**config.mk**
```make
export PLATFORM = sky130hd
export DESIGN_NAME = dma_irq_unit
export DESIGN_NICKNAME = d
export VERILOG_FILES = /design/src/rtl/dma_irq_pkg.sv /design/src/rtl/irq_reg_decode.sv /design/src/rtl/irq_acct_counter.sv /design/src/rtl/irq_status_mask.sv /design/src/rtl/dma_irq_unit.sv
export SDC_FILE = /design/constraint.sdc
export NUM_CORES = 1
export LEC_CHECK = 0
export ABC_CLOCK_PERIOD_IN_PS = 2000
export BUFFER_PORTS_ARGS = -buffer_cell sky130_fd_sc_hd__buf_2
export CAP_MARGIN = 20
export CORE_MARGIN = 5
export CORE_UTILIZATION = 35
export DETAILED_ROUTE_END_ITERATION = 12
export PLACE_DENSITY_LB_ADDON = 0.2
export SLEW_MARGIN = 20
export SYNTH_ARGS = -nofsm -noshare
export SYNTH_HDL_FRONTEND = slang
export SYNTH_SLANG_ARGS = --single-unit
export TNS_END_PERCENT = 5
```
**constraint.sdc**
```tcl
create_clock -name clk -period 2 [get_ports clk]
set_input_delay 0.2 -clock clk [delete_from_list [all_inputs] [get_ports clk]]
set_output_delay 0.2 -clock clk [all_outputs]
set_load 0.03 [all_outputs]
```
**src/rtl/dma_irq_pkg.sv**
```systemverilog
package dma_irq_pkg;

    // Word offsets of the decoded registers
    localparam int OFF_STATUS  = 0;
    localparam int OFF_MASK    = 1;
    localparam int OFF_UNMASK  = 2;
    localparam int OFF_DOMASK  = 3;
    localparam int OFF_SRC_CNT = 4;
    localparam int OFF_DST_CNT = 5;
    localparam int OFF_LAST    = OFF_DST_CNT;

    // Status bit positions that the unit itself drives
    localparam int BIT_BAD_ACC  = 0;
    localparam int BIT_SRC_DONE = 1;
    localparam int BIT_DST_DONE = 2;
    localparam int BIT_SRC_WRAP = 4;
    localparam int BIT_DST_WRAP = 5;

    typedef struct packed {
        logic st_clr;
        logic unmask_wr;
        logic domask_wr;
        logic src_rd;
        logic dst_rd;
        logic bad;
    } acc_dec_t;

    function automatic logic off_known(input int off);
        return (off >= 0) && (off <= OFF_LAST);
    endfunction

endpackage

```
**src/rtl/irq_reg_decode.sv**
```systemverilog
module irq_reg_decode
    import dma_irq_pkg::*;
#(
    parameter int ADDR_W = 4
) (
    input  logic              bus_valid,
    input  logic              bus_write,
    input  logic [ADDR_W-1:0] bus_addr,
    output acc_dec_t          dec_o
);
    int  off;
    logic wr, rd;

    always_comb begin
        off = int'(bus_addr);
        wr  = bus_valid && bus_write;
        rd  = bus_valid && !bus_write;
        dec_o.st_clr    = wr && (off == OFF_STATUS);
        dec_o.unmask_wr = wr && (off == OFF_UNMASK);
        dec_o.domask_wr = wr && (off == OFF_DOMASK);
        dec_o.src_rd    = rd && (off == OFF_SRC_CNT);
        dec_o.dst_rd    = rd && (off == OFF_DST_CNT);
        dec_o.bad       = bus_valid && !off_known(off);
    end
endmodule

```
**src/rtl/irq_acct_counter.sv**
```systemverilog
module irq_acct_counter #(
    parameter int CNT_W = 8
) (
    input  logic             clk,
    input  logic             rst,
    input  logic             inc_i,
    input  logic             clr_i,
    output logic [CNT_W-1:0] cnt_o,
    output logic             wrap_o
);
    logic [CNT_W-1:0] cnt_q, base, nxt;

    always_comb begin
        base   = clr_i ? '0 : cnt_q;
        nxt    = base + CNT_W'(inc_i);
        wrap_o = inc_i && !clr_i && (&cnt_q);
    end

    always_ff @(posedge clk) begin
        if (rst) cnt_q <= '0;
        else     cnt_q <= nxt;
    end

    assign cnt_o = cnt_q;
endmodule

```
**src/rtl/irq_status_mask.sv**
```systemverilog
module irq_status_mask #(
    parameter int ST_W = 12
) (
    input  logic            clk,
    input  logic            rst,
    input  logic [ST_W-1:0] set_i,
    input  logic [ST_W-1:0] clr_i,
    input  logic [ST_W-1:0] unmask_i,
    input  logic [ST_W-1:0] domask_i,
    output logic [ST_W-1:0] status_o,
    output logic [ST_W-1:0] mask_o,
    output logic            irq_o
);
    logic [ST_W-1:0] status_q, mask_q;
    logic            irq_q;

    always_ff @(posedge clk) begin
        if (rst) begin
            status_q <= '0;
            mask_q   <= '1;
            irq_q    <= 1'b0;
        end else begin
            // a set in the same cycle overrides a clear
            status_q <= (status_q & ~clr_i) | set_i;
            mask_q   <= (mask_q & ~unmask_i) | domask_i;
            irq_q    <= |(status_q & ~mask_q);
        end
    end

    assign status_o = status_q;
    assign mask_o   = mask_q;
    assign irq_o    = irq_q;
endmodule

```
**src/rtl/dma_irq_unit.sv**
```systemverilog
module dma_irq_unit
    import dma_irq_pkg::*;
#(
    parameter int ADDR_W = 4,
    parameter int ST_W   = 12,
    parameter int CNT_W  = 8,
    parameter int DATA_W = 32
) (
    input  logic              clk,
    input  logic              rst,
    input  logic              bus_valid,
    input  logic              bus_write,
    input  logic [ADDR_W-1:0] bus_addr,
    input  logic [DATA_W-1:0] bus_wdata,
    output logic [DATA_W-1:0] bus_rdata,
    input  logic [ST_W-1:0]   evt_i,
    input  logic              src_done_i,
    input  logic              dst_done_i,
    output logic              irq_o
);
    acc_dec_t         dec;
    logic [ST_W-1:0]  set_vec, clr_vec, unmask_vec, domask_vec;
    logic [ST_W-1:0]  status_q, mask_q;
    logic [CNT_W-1:0] src_cnt, dst_cnt;
    logic             src_wrap, dst_wrap;

    irq_reg_decode #(.ADDR_W(ADDR_W)) u_dec (
        .bus_valid (bus_valid),
        .bus_write (bus_write),
        .bus_addr  (bus_addr),
        .dec_o     (dec)
    );

    irq_acct_counter #(.CNT_W(CNT_W)) u_src_cnt (
        .clk(clk), .rst(rst), .inc_i(src_done_i), .clr_i(dec.src_rd),
        .cnt_o(src_cnt), .wrap_o(src_wrap)
    );

    irq_acct_counter #(.CNT_W(CNT_W)) u_dst_cnt (
        .clk(clk), .rst(rst), .inc_i(dst_done_i), .clr_i(dec.dst_rd),
        .cnt_o(dst_cnt), .wrap_o(dst_wrap)
    );

    always_comb begin
        set_vec               = evt_i;
        set_vec[BIT_BAD_ACC]  = set_vec[BIT_BAD_ACC]  | dec.bad;
        set_vec[BIT_SRC_DONE] = set_vec[BIT_SRC_DONE] | src_done_i;
        set_vec[BIT_DST_DONE] = set_vec[BIT_DST_DONE] | dst_done_i;
        set_vec[BIT_SRC_WRAP] = set_vec[BIT_SRC_WRAP] | src_wrap;
        set_vec[BIT_DST_WRAP] = set_vec[BIT_DST_WRAP] | dst_wrap;
        clr_vec    = {ST_W{dec.st_clr}}    & bus_wdata[ST_W-1:0];
        unmask_vec = {ST_W{dec.unmask_wr}} & bus_wdata[ST_W-1:0];
        domask_vec = {ST_W{dec.domask_wr}} & bus_wdata[ST_W-1:0];
    end

    irq_status_mask #(.ST_W(ST_W)) u_stm (
        .clk      (clk),
        .rst      (rst),
        .set_i    (set_vec),
        .clr_i    (clr_vec),
        .unmask_i (unmask_vec),
        .domask_i (domask_vec),
        .status_o (status_q),
        .mask_o   (mask_q),
        .irq_o    (irq_o)
    );

    always_comb begin
        bus_rdata = '0;
        if (bus_valid && !bus_write) begin
            case (int'(bus_addr))
                OFF_STATUS:  bus_rdata[ST_W-1:0]  = status_q;
                OFF_MASK:    bus_rdata[ST_W-1:0]  = mask_q;
                OFF_SRC_CNT: bus_rdata[CNT_W-1:0] = src_cnt;
                OFF_DST_CNT: bus_rdata[CNT_W-1:0] = dst_cnt;
                default:     bus_rdata = '0;
            endcase
        end
    end
endmodule

```
==> results.toml, run 1 <==
[outcome]
status = "finished clean"

[drt]
dr_total_vias = 2154
routedWlPerCell_um = 15.3
via_per_inst = 5.22
ant_nets = 0
routed_wl_mm = 6.32
first_pass_iters = 5
drt_iter0_markers = 106
drc = 0

[worst_setup_path]
crit_required_ns = 1.80
end_kind = "output pin"
reg2reg_slack_ns = 0.49
timing.rr.end = "u_src_cnt.cnt_o[6]"
path_buf_inv = 1
start_kind = "flip-flop"
crit_path_max_incr_delay_ns = 0.37
endpoint = "bus_rdata[5]"
slowest_stage = "dfxtp_1"
cp_max_fo = 6
critPathLaunch = "u_src_cnt.cnt_o[5]"
path_depth = 4
r2r_cells = 6
critPathTopFamily = "flip-flops"
worstSetupPathType = "flip-flop to output pin"
r2r-start = "u_src_cnt.cnt_o[0]"
arrival_ns = 1.56
crit_chain = "mux2_2 > a222oi_1 > nor2_1 > buf_2"

[cells_and_area]
num-nets-final = 391
area_growth_pct = 17.4
layout-drive-gt1-share_pct = 25.2
final_cell_mix = "buf_2, nor2_1, dfxtp_1"
final_common_cell = "buf_2"
num_antenna_cells = 0

[floorplanning]
die_w_um = 92.8
die_y_um = 92.8
die_area_um2 = 8620
ios = 87
start_util_pct = 35.8
rows = 30
core_um2 = 6720

[synth]
ys_ff_latch = 41
yosys.cell_types.count = 46
syn_area_um2 = 2400
seq_area_frac_synth_pct = 34.2
ys.flop_type = "dfxtp_1"
yosys_warnings = 0
synth-edff-count = 0
synthArstFlopShare_pct = 0
syn_avg_cell_area_um2 = 8.61
synth_cells = 279

[grt]
grt_max_degree = 20
grt_pass1_vias = 2017
antenna_found_initial = 0
grt_usage_pct = 14.4
grt_pass1_wl_mm = 9.96
gr-total-overflow = 0

[clock_tree]
cts_post_setup_buffers_inserted = 0
cts_tree = "built"
ctsHoldBuffers = 0
path_clk_slew_ns = 0.08
cts_max_level = 2
cts_resized = 0
cts_buffers = 5
root_buffer = "clkbuf_8"
max-clock-path-buffers = 2
worstSkewPairLatency_ns = 0.29
clock-sinks = 41

[timing]
relSlewSlack_pct = 58.6
skew_ns = 0.00565
fin_hold_ws_ns = 0.103
drv_slew = 0
fin_crit_ns = 1.76
timing.final.crit_share_pct = 88.0
setup_tns_ns = 0
tightest_slew_ns = 0.614
setup_violations = 0
max_freq_mhz = 568
grt_setup_unrepaired = "false"
hold_viol_final = 0

[min_path]
hp-class = "primary input to flip-flop"

[pwr]
cellLeakagePower_nw = 1.15
p_seq_share_pct = 47.2
intPower_mw = 1.35
powerDensity_nw_per_um2 = 652
vdd_ir_drop_max_mv = 0.391
p_sw_share_pct = 26.4
power_frac_comb_pct = 14.4
clock_power_share_pct = 38.4
p_switching_uw = 485

[placed_design]
place_hpwl_mm = 4.76
numPortBuffers = 46
place.gp.congestion = 0.782

[run]
cap_violations = 0
## worst min-delay path by stage
stage	from	to	slack (ns)	cells past startpoint
detailed placement	bus_wdata[10]	u_stm.status_o[10]	0.41	2
finish	bus_wdata[10]	u_stm.status_o[10]	0.10	2
global placement	bus_wdata[9]	u_stm.status_o[9]	0.41	2
floorplan	bus_wdata[10]	u_stm.status_o[10]	0.31	1
global route	bus_wdata[6]	u_stm.status_o[6]	0.1	2
CTS	bus_wdata[10]	u_stm.status_o[10]	0.09	2
## cells in the mapped netlist, types with 2 or more instances
cell / instances / area share (%)
xor2_1: 4 / 1.5
o21ai_0: 9 / 1.9
buf_4: 22 / 6.9
nor3_1: 3 / 0.62
nand4_1: 5 / 1.3
or3_1: 7 / 1.8
ha_1: 5 / 2.6
or2_2: 2 / 0.52
nor2_1: 41 / 6.4
a311oi_1: 9 / 3.3
a22oi_1: 4 / 1.3
mux2i_1: 12 / 5.0
nand2b_1: 5 / 1.3
nand4b_1: 3 / 1.1
nor3b_1: 13 / 4.1
nand3_1: 4 / 0.83
a2111oi_0: 2 / 0.73
a222oi_1: 8 / 3.3
a41o_1: 2 / 0.83
clkbuf_1: 7 / 1.1
inv_1: 13 / 2.0
a21oi_1: 8 / 1.7
nor2b_1: 11 / 2.9
dfxtp_1: 41 / 34
nand2_1: 5 / 0.78
mux2_2: 10 / 4.7
buf_2: 4 / 0.83
and2_1: 2 / 0.52
## kinds of logic (layout without fill, tap and decap cells)
| family | after synthesis | in the layout | synth area share, % |
|---|---|---|---|
| buffers and inverters | 48 | 83 | 11.5 |
| other | 1 | 20 | 0.156 |
| AO/OA/AOI/OAI | 50 | 50 | 15.6 |
| AND/OR/NAND/NOR | 107 | 107 | 24.5 |
| multiplexers | 22 | 22 | 9.69 |
| adder cells (fa/ha/maj) | 5 | 5 | 2.60 |
| flip-flops | 41 | 41 | 34.2 |
| XOR/XNOR | 5 | 5 | 1.82 |
## layer usage
metal	vias to the layer above	track usage, %	share of wire (%)
li1	1072	-	-
met1	1015	19.0	45
met2	62	24.2	48
met3	5	3.41	6.3
met4	0	2.56	0.78
met5	-	0	0
## stage by stage
step                      util [%]  cells  cell area (um2)  power [mW]  setup WS, ns
final                         42.0    413             2820        1.84         0.240
after global routing          42.0    413             2820        1.92         0.127
after CTS                     42.0    413             2820        1.85         0.247
after detailed placement      40.2    405             2700        1.15       0.00914
after global placement        40.2    405             2700        1.15        0.0329
after floorplan                  -    298             2470        1.08        0.0407
## area by class of cell
| type | count | area [um2] |
|---|---|---|
| clock inverter | 1 | 30.0 |
| inverter | 13 | 48.8 |
| fill | 690 | 3900 |
| tap | 80 | 100 |
| sequential | 41 | 821 |
| timing repair buffer | 62 | 350 |
| multi-input combinational | 209 | 1380 |
| clock buffer | 7 | 86.3 |
## sequential cells by signal, indices dropped and copies added, names as in the netlist
register and flops:
u_stm.mask_o 12, u_stm.status_o 12, u_dst_cnt.cnt_o 8, u_src_cnt.cnt_o 8, u_stm.irq_o 1
## power groups by stage
stage / Combinational, mW / Sequential, mW / Clock, mW
finish: 0.264 / 0.868 / 0.706
global route: 0.287 / 0.871 / 0.767
CTS: 0.264 / 0.868 / 0.723
detailed placement: 0.263 / 0.887 / 0
global placement: 0.262 / 0.887 / 0
floorplan: 0.205 / 0.880 / 0
(Power assumes the default switching activity.)
==> inputs of run 2 (changes only) <==
PLACE_DENSITY = 0.73   (was unset)
PLACE_DENSITY_LB_ADDON = unset   (was 0.2)
==> results.toml, run 2 (synthesis results as in run 1) <==
[outcome]
status = "finished clean"

[drt]
ant_nets = 0
dr_total_vias = 2194
drt_iter0_markers = 149
routedWlPerCell_um = 15.4
drc = 0
first_pass_iters = 4
routed_wl_mm = 6.33
via_per_inst = 5.34

[timing]
tightest_slew_ns = 0.572
grt_setup_unrepaired = "false"
skew_ns = 0.00699
fin_hold_ws_ns = 0.104
hold_viol_final = 0
setup_violations = 0
relSlewSlack_pct = 60.8
drv_slew = 0
fin_crit_ns = 1.78
timing.final.crit_share_pct = 88.9
max_freq_mhz = 563

[grt]
gr-total-overflow = 0
grt_max_degree = 22
grt_usage_pct = 14.5
grt_pass1_wl_mm = 10.1
grt_pass1_vias = 2136
antenna_found_initial = 0

[run]
cap_violations = 0

[placed_design]
place_hpwl_mm = 4.86
dpl.cell_count = 403
numPortBuffers = 46
place.gp.congestion = 0.826

[worst_setup_path]
crit_path_max_incr_delay_ns = 0.35
arrival_ns = 1.58
critPathTopFamily = "flip-flops"
end_kind = "output pin"
crit_chain = "mux2_2 > a222oi_1 > nor2_1 > buf_2"
path_buf_inv = 1
start_kind = "flip-flop"
slowest_stage = "dfxtp_1"
cp_max_fo = 5
worstSetupPathType = "flip-flop to output pin"
crit_required_ns = 1.80

[floorplanning]
core_um2 = 6720
rows = 30
start_util_pct = 35.8
die_area_um2 = 8620
die_w_um = 92.8
die_y_um = 92.8
ios = 87

[cells_and_area]
utilization_pct = 41.3
area_growth_pct = 15.5
final_common_cell = "buf_2"
num_antenna_cells = 0
final_cell_mix = "buf_2, nor2_1, dfxtp_1"
num-nets-final = 389
layout-drive-gt1-share_pct = 24.5
instances_no_fill = 411

[clock_tree]
cts_max_level = 2
clock-sinks = 41
max-clock-path-buffers = 2
cts_tree = "built"
cts_buffers = 5
root_buffer = "clkbuf_8"
path_clk_slew_ns = 0.08
worstSkewPairLatency_ns = 0.29

[pwr]
vdd_ir_drop_max_mv = 0.296
powerDensity_nw_per_um2 = 596
cellLeakagePower_nw = 1.12

[min_path]
hp-class = "primary input to flip-flop"
## run 2: power breakdown
group	internal, mW	switching, mW	total (mW)
clock network	0.248	0.275	0.523
logic	0.0993	0.162	0.262
registers	0.844	0.0247	0.869
total	1.19	0.462	1.65
## run 2: cell type report
type                       instances  area [um2]
fill                             679        3950
multi-input combinational        209        1390
sequential                        41         821
timing repair buffer              60         335
tap                               80         100
clock buffer                       8        80.1
inverter                          13        48.8
## run 2: per-layer routing
layer	GRT usage, %	vias to the layer above	share of wire (%)	wire, um
met5	0	-	0	0
met4	4.15	0	1.6	104
met3	3.41	13	6.9	439
met2	24.6	88	48	3040
met1	18.2	1026	43	2750
li1	-	1067	-	-
## run 2: worst paths after layout
| path | from | endpoint | slack [ns] | cells past startpoint |
|---|---|---|---|---|
| setup / recovery | u_dst_cnt.cnt_o[6] | bus_rdata[6] | 0.22 | 4 |
| hold / removal | bus_wdata[3] | u_stm.status_o[3] | 0.10 | 2 |
| setup reg to reg | u_dst_cnt.cnt_o[0] | u_dst_cnt.cnt_o[6] | 0.46 | 5 |
| hold reg to reg | u_dst_cnt.cnt_o[7] | u_dst_cnt.cnt_o[7] | 0.51 | 2 |
## run 2: per-stage QoR
| step | cell area [um2] | setup WS, ns | total power [mW] | setup TNS, ns |
|---|---|---|---|---|
| global placement | 2690 | -0.0101 | 1.14 | -0.0101 |
| floorplan | 2470 | 0.0407 | 1.08 | 0 |
| finish | 2770 | 0.222 | 1.65 | 0 |
| CTS | 2770 | 0.231 | 1.66 | 0 |
| detailed placement | 2690 | -0.00245 | 1.15 | -0.00245 |
| global route | 2770 | 0.158 | 1.73 | 0 |
## run 2: repair_timing
action / CTS / global route
setup endpoints to repair: 3 / 0
setup buffers: 0 / 0
hold buffers: 0 / 0
gates resized for setup: 1 / 0
==> inputs of run 3 (changes only) <==
ABC_AREA = 1   (was unset)
BUFFER_PORTS_ARGS = -buffer_cell sky130_fd_sc_hd__buf_4   (was -buffer_cell sky130_fd_sc_hd__buf_2)
CTS_CLUSTER_SIZE = 8   (was unset)
==> results.toml, run 3 <==
[timing]
drv_slew = 0
skew_ns = 0.00734
fin_crit_ns = 1.66
hold_viol_final = 0
max_freq_mhz = 601
timing.final.crit_share_pct = 83.2
setup_violations = 0
setup_tns_ns = 0
grt_setup_unrepaired = "false"

[drt]
via_per_inst = 4.78
routedWlPerCell_um = 13.0
drc = 0
drt_iter0_markers = 183
first_pass_iters = 5
ant_nets = 0
dr_total_vias = 2473
routed_wl_mm = 6.72

[grt]
grt_pass1_wl_mm = 10.7
grt_pass1_vias = 2312
gr-total-overflow = 0
antenna_found_initial = 0
grt_max_degree = 31
grt_usage_pct = 15.1

[worst_setup_path]
reg2reg_slack_ns = 0.50
r2r_cells = 9
crit_required_ns = 1.80
r2r-start = "u_src_cnt.cnt_o[0]"
worstSetupPathType = "primary input to output pin"
timing.rr.end = "u_src_cnt.cnt_o[6]"
end_kind = "output pin"
start_kind = "primary input"
arrival_ns = 1.46
cp_max_fo = 11

[pwr]
powerDensity_nw_per_um2 = 587
p_seq_share_pct = 49.4
power_frac_comb_pct = 16.5
cellLeakagePower_nw = 1.38
vdd_ir_drop_max_mv = 0.381
p_sw_share_pct = 28.3
p_switching_uw = 495
intPower_mw = 1.25
clock_power_share_pct = 34.1

[floorplanning]
rows = 30
die_area_um2 = 8950
ios = 87
start_util_pct = 36.5
core_um2 = 6870
die_w_um = 94.6
die_y_um = 94.6

[min_path]
hp-class = "primary input to flip-flop"
hp-start = "evt_i[6]"
hold_end = "u_stm.status_o[6]"
hold_path_depth = 3

[cells_and_area]
n_fill_cell = 714
layout-drive-gt1-share_pct = 20.2
ff_latch_area_um2 = 821
num_antenna_cells = 0
instances_no_fill = 517
num-nets-final = 479
area_growth_pct = 19.1
final_area_um2 = 2980
final_cell_mix = "inv_1, buf_4, nand2_1"
multiInputGateArea_um2 = 1320

[run]
cap_violations = 0

[placed_design]
numPortBuffers = 46
dpl.cell_count = 509
dpl_cell_area_um2 = 2880
place.gp.congestion = 0.808
place_hpwl_mm = 5.29

[clock_tree]
clock-sinks = 41
cts_buffers = 5
max-clock-path-buffers = 2
worstSkewPairLatency_ns = 0.30
cts_post_setup_buffers_inserted = 0
ctsHoldBuffers = 0
cts_resized = 0
path_clk_slew_ns = 0.08
cts_max_level = 2
root_buffer = "clkbuf_8"
cts_tree = "built"

[synth]
ys_top_cells_by_count = "inv_1, nand2_1, nor2_1"
synth_cells = 372
ys_ff_latch = 41
yosys.cell_types.count = 32
synth_area_leaders = "dfxtp_1, inv_1, nand2_1"
synth_top_area_share_pct = 32.8
seq_area_frac_synth_pct = 32.8
syn_avg_cell_area_um2 = 6.73
yosys_warnings = 0
synth_area_leader_cell = "dfxtp_1"
yosysMostFrequentCell = "inv_1"
ys.flop_type = "dfxtp_1"
syn_area_um2 = 2500
synthArstFlopShare_pct = 0
synth-edff-count = 0

[outcome]
status = "finished clean"
-- run 3: cell types whose count changed after synthesis, sizes merged, moves of 13 or more --
cell   change
a21oi     +26
nand3     +28
nor2      +14
o21ai     +25
inv       +43
nor3b     -13
nand2     +53
-- run 3: power by group through the flow --
stage	Sequential [mW]	Combinational, mW	Clock, mW
finish	0.865	0.288	0.597
global route	0.868	0.322	0.643
CTS	0.864	0.288	0.611
detailed placement	0.882	0.287	0
global placement	0.881	0.279	0
floorplan	0.877	0.213	0
-- run 3: how the worst max path moves through the flow --
stage,from,end,slack (ns)
global route,bus_addr[3],bus_rdata[4],0.23
floorplan,bus_valid,u_src_cnt.cnt_o[6],0.47
CTS,bus_addr[3],bus_rdata[7],0.35
global placement,bus_addr[0],u_src_cnt.cnt_o[6],0.31
finish,bus_addr[3],bus_rdata[7],0.34
detailed placement,bus_addr[0],u_src_cnt.cnt_o[6],0.28
-- run 3: worst max-delay path, stage by stage --
cell and delay (ns):
buf_4 0.13, nor2_4 0.27, nand2_4 0.13, clkinv_2 0.14, nand2_1 0.08, a41oi_1 0.29
buf_4 0.22
-- run 3: cell families (layout without fill, tap and decap cells) --
family | Yosys count | in the layout | synth area share (%)
AND/OR/NAND/NOR | 153 | 153 | 29.4
adder cells (fa/ha/maj) | 5 | 5 | 2.50
buffers and inverters | 89 | 119 | 17.3
flip-flops | 41 | 41 | 32.8
other | 1 | 20 | 0.150
AO/OA/AOI/OAI | 83 | 83 | 17.8
-- run 3: layout make-up --
class | count | area share [%]
tap | 96 | 4.03
clock inverter | 1 | 0.168
sequential | 41 | 27.5
inverter | 57 | 7.21
timing repair buffer | 54 | 13.6
clock buffer | 7 | 3.23
multi-input combinational | 261 | 44.3
-- run 3: through the flow --
step	util, %	power, mW	hold WS (ns)	setup slack (ns)
after CTS	43.4	1.76	0.103	0.353
after global routing	43.4	1.83	0.102	0.226
after detailed placement	42.0	1.17	0.412	0.283
after global placement	42.0	1.16	0.406	0.311
final	43.4	1.75	0.106	0.336
after floorplan	-	1.09	0.311	0.470
-- run 3: per-layer routing --
metal / vias up / track usage [%] / part of all wire [%]
li1: 1255 / - / -
met1: 1119 / 18.9 / 44
met2: 90 / 25.8 / 47
met3: 9 / 4.14 / 7.7
met4: 0 / 3.25 / 1.5
met5: - / 0 / 0
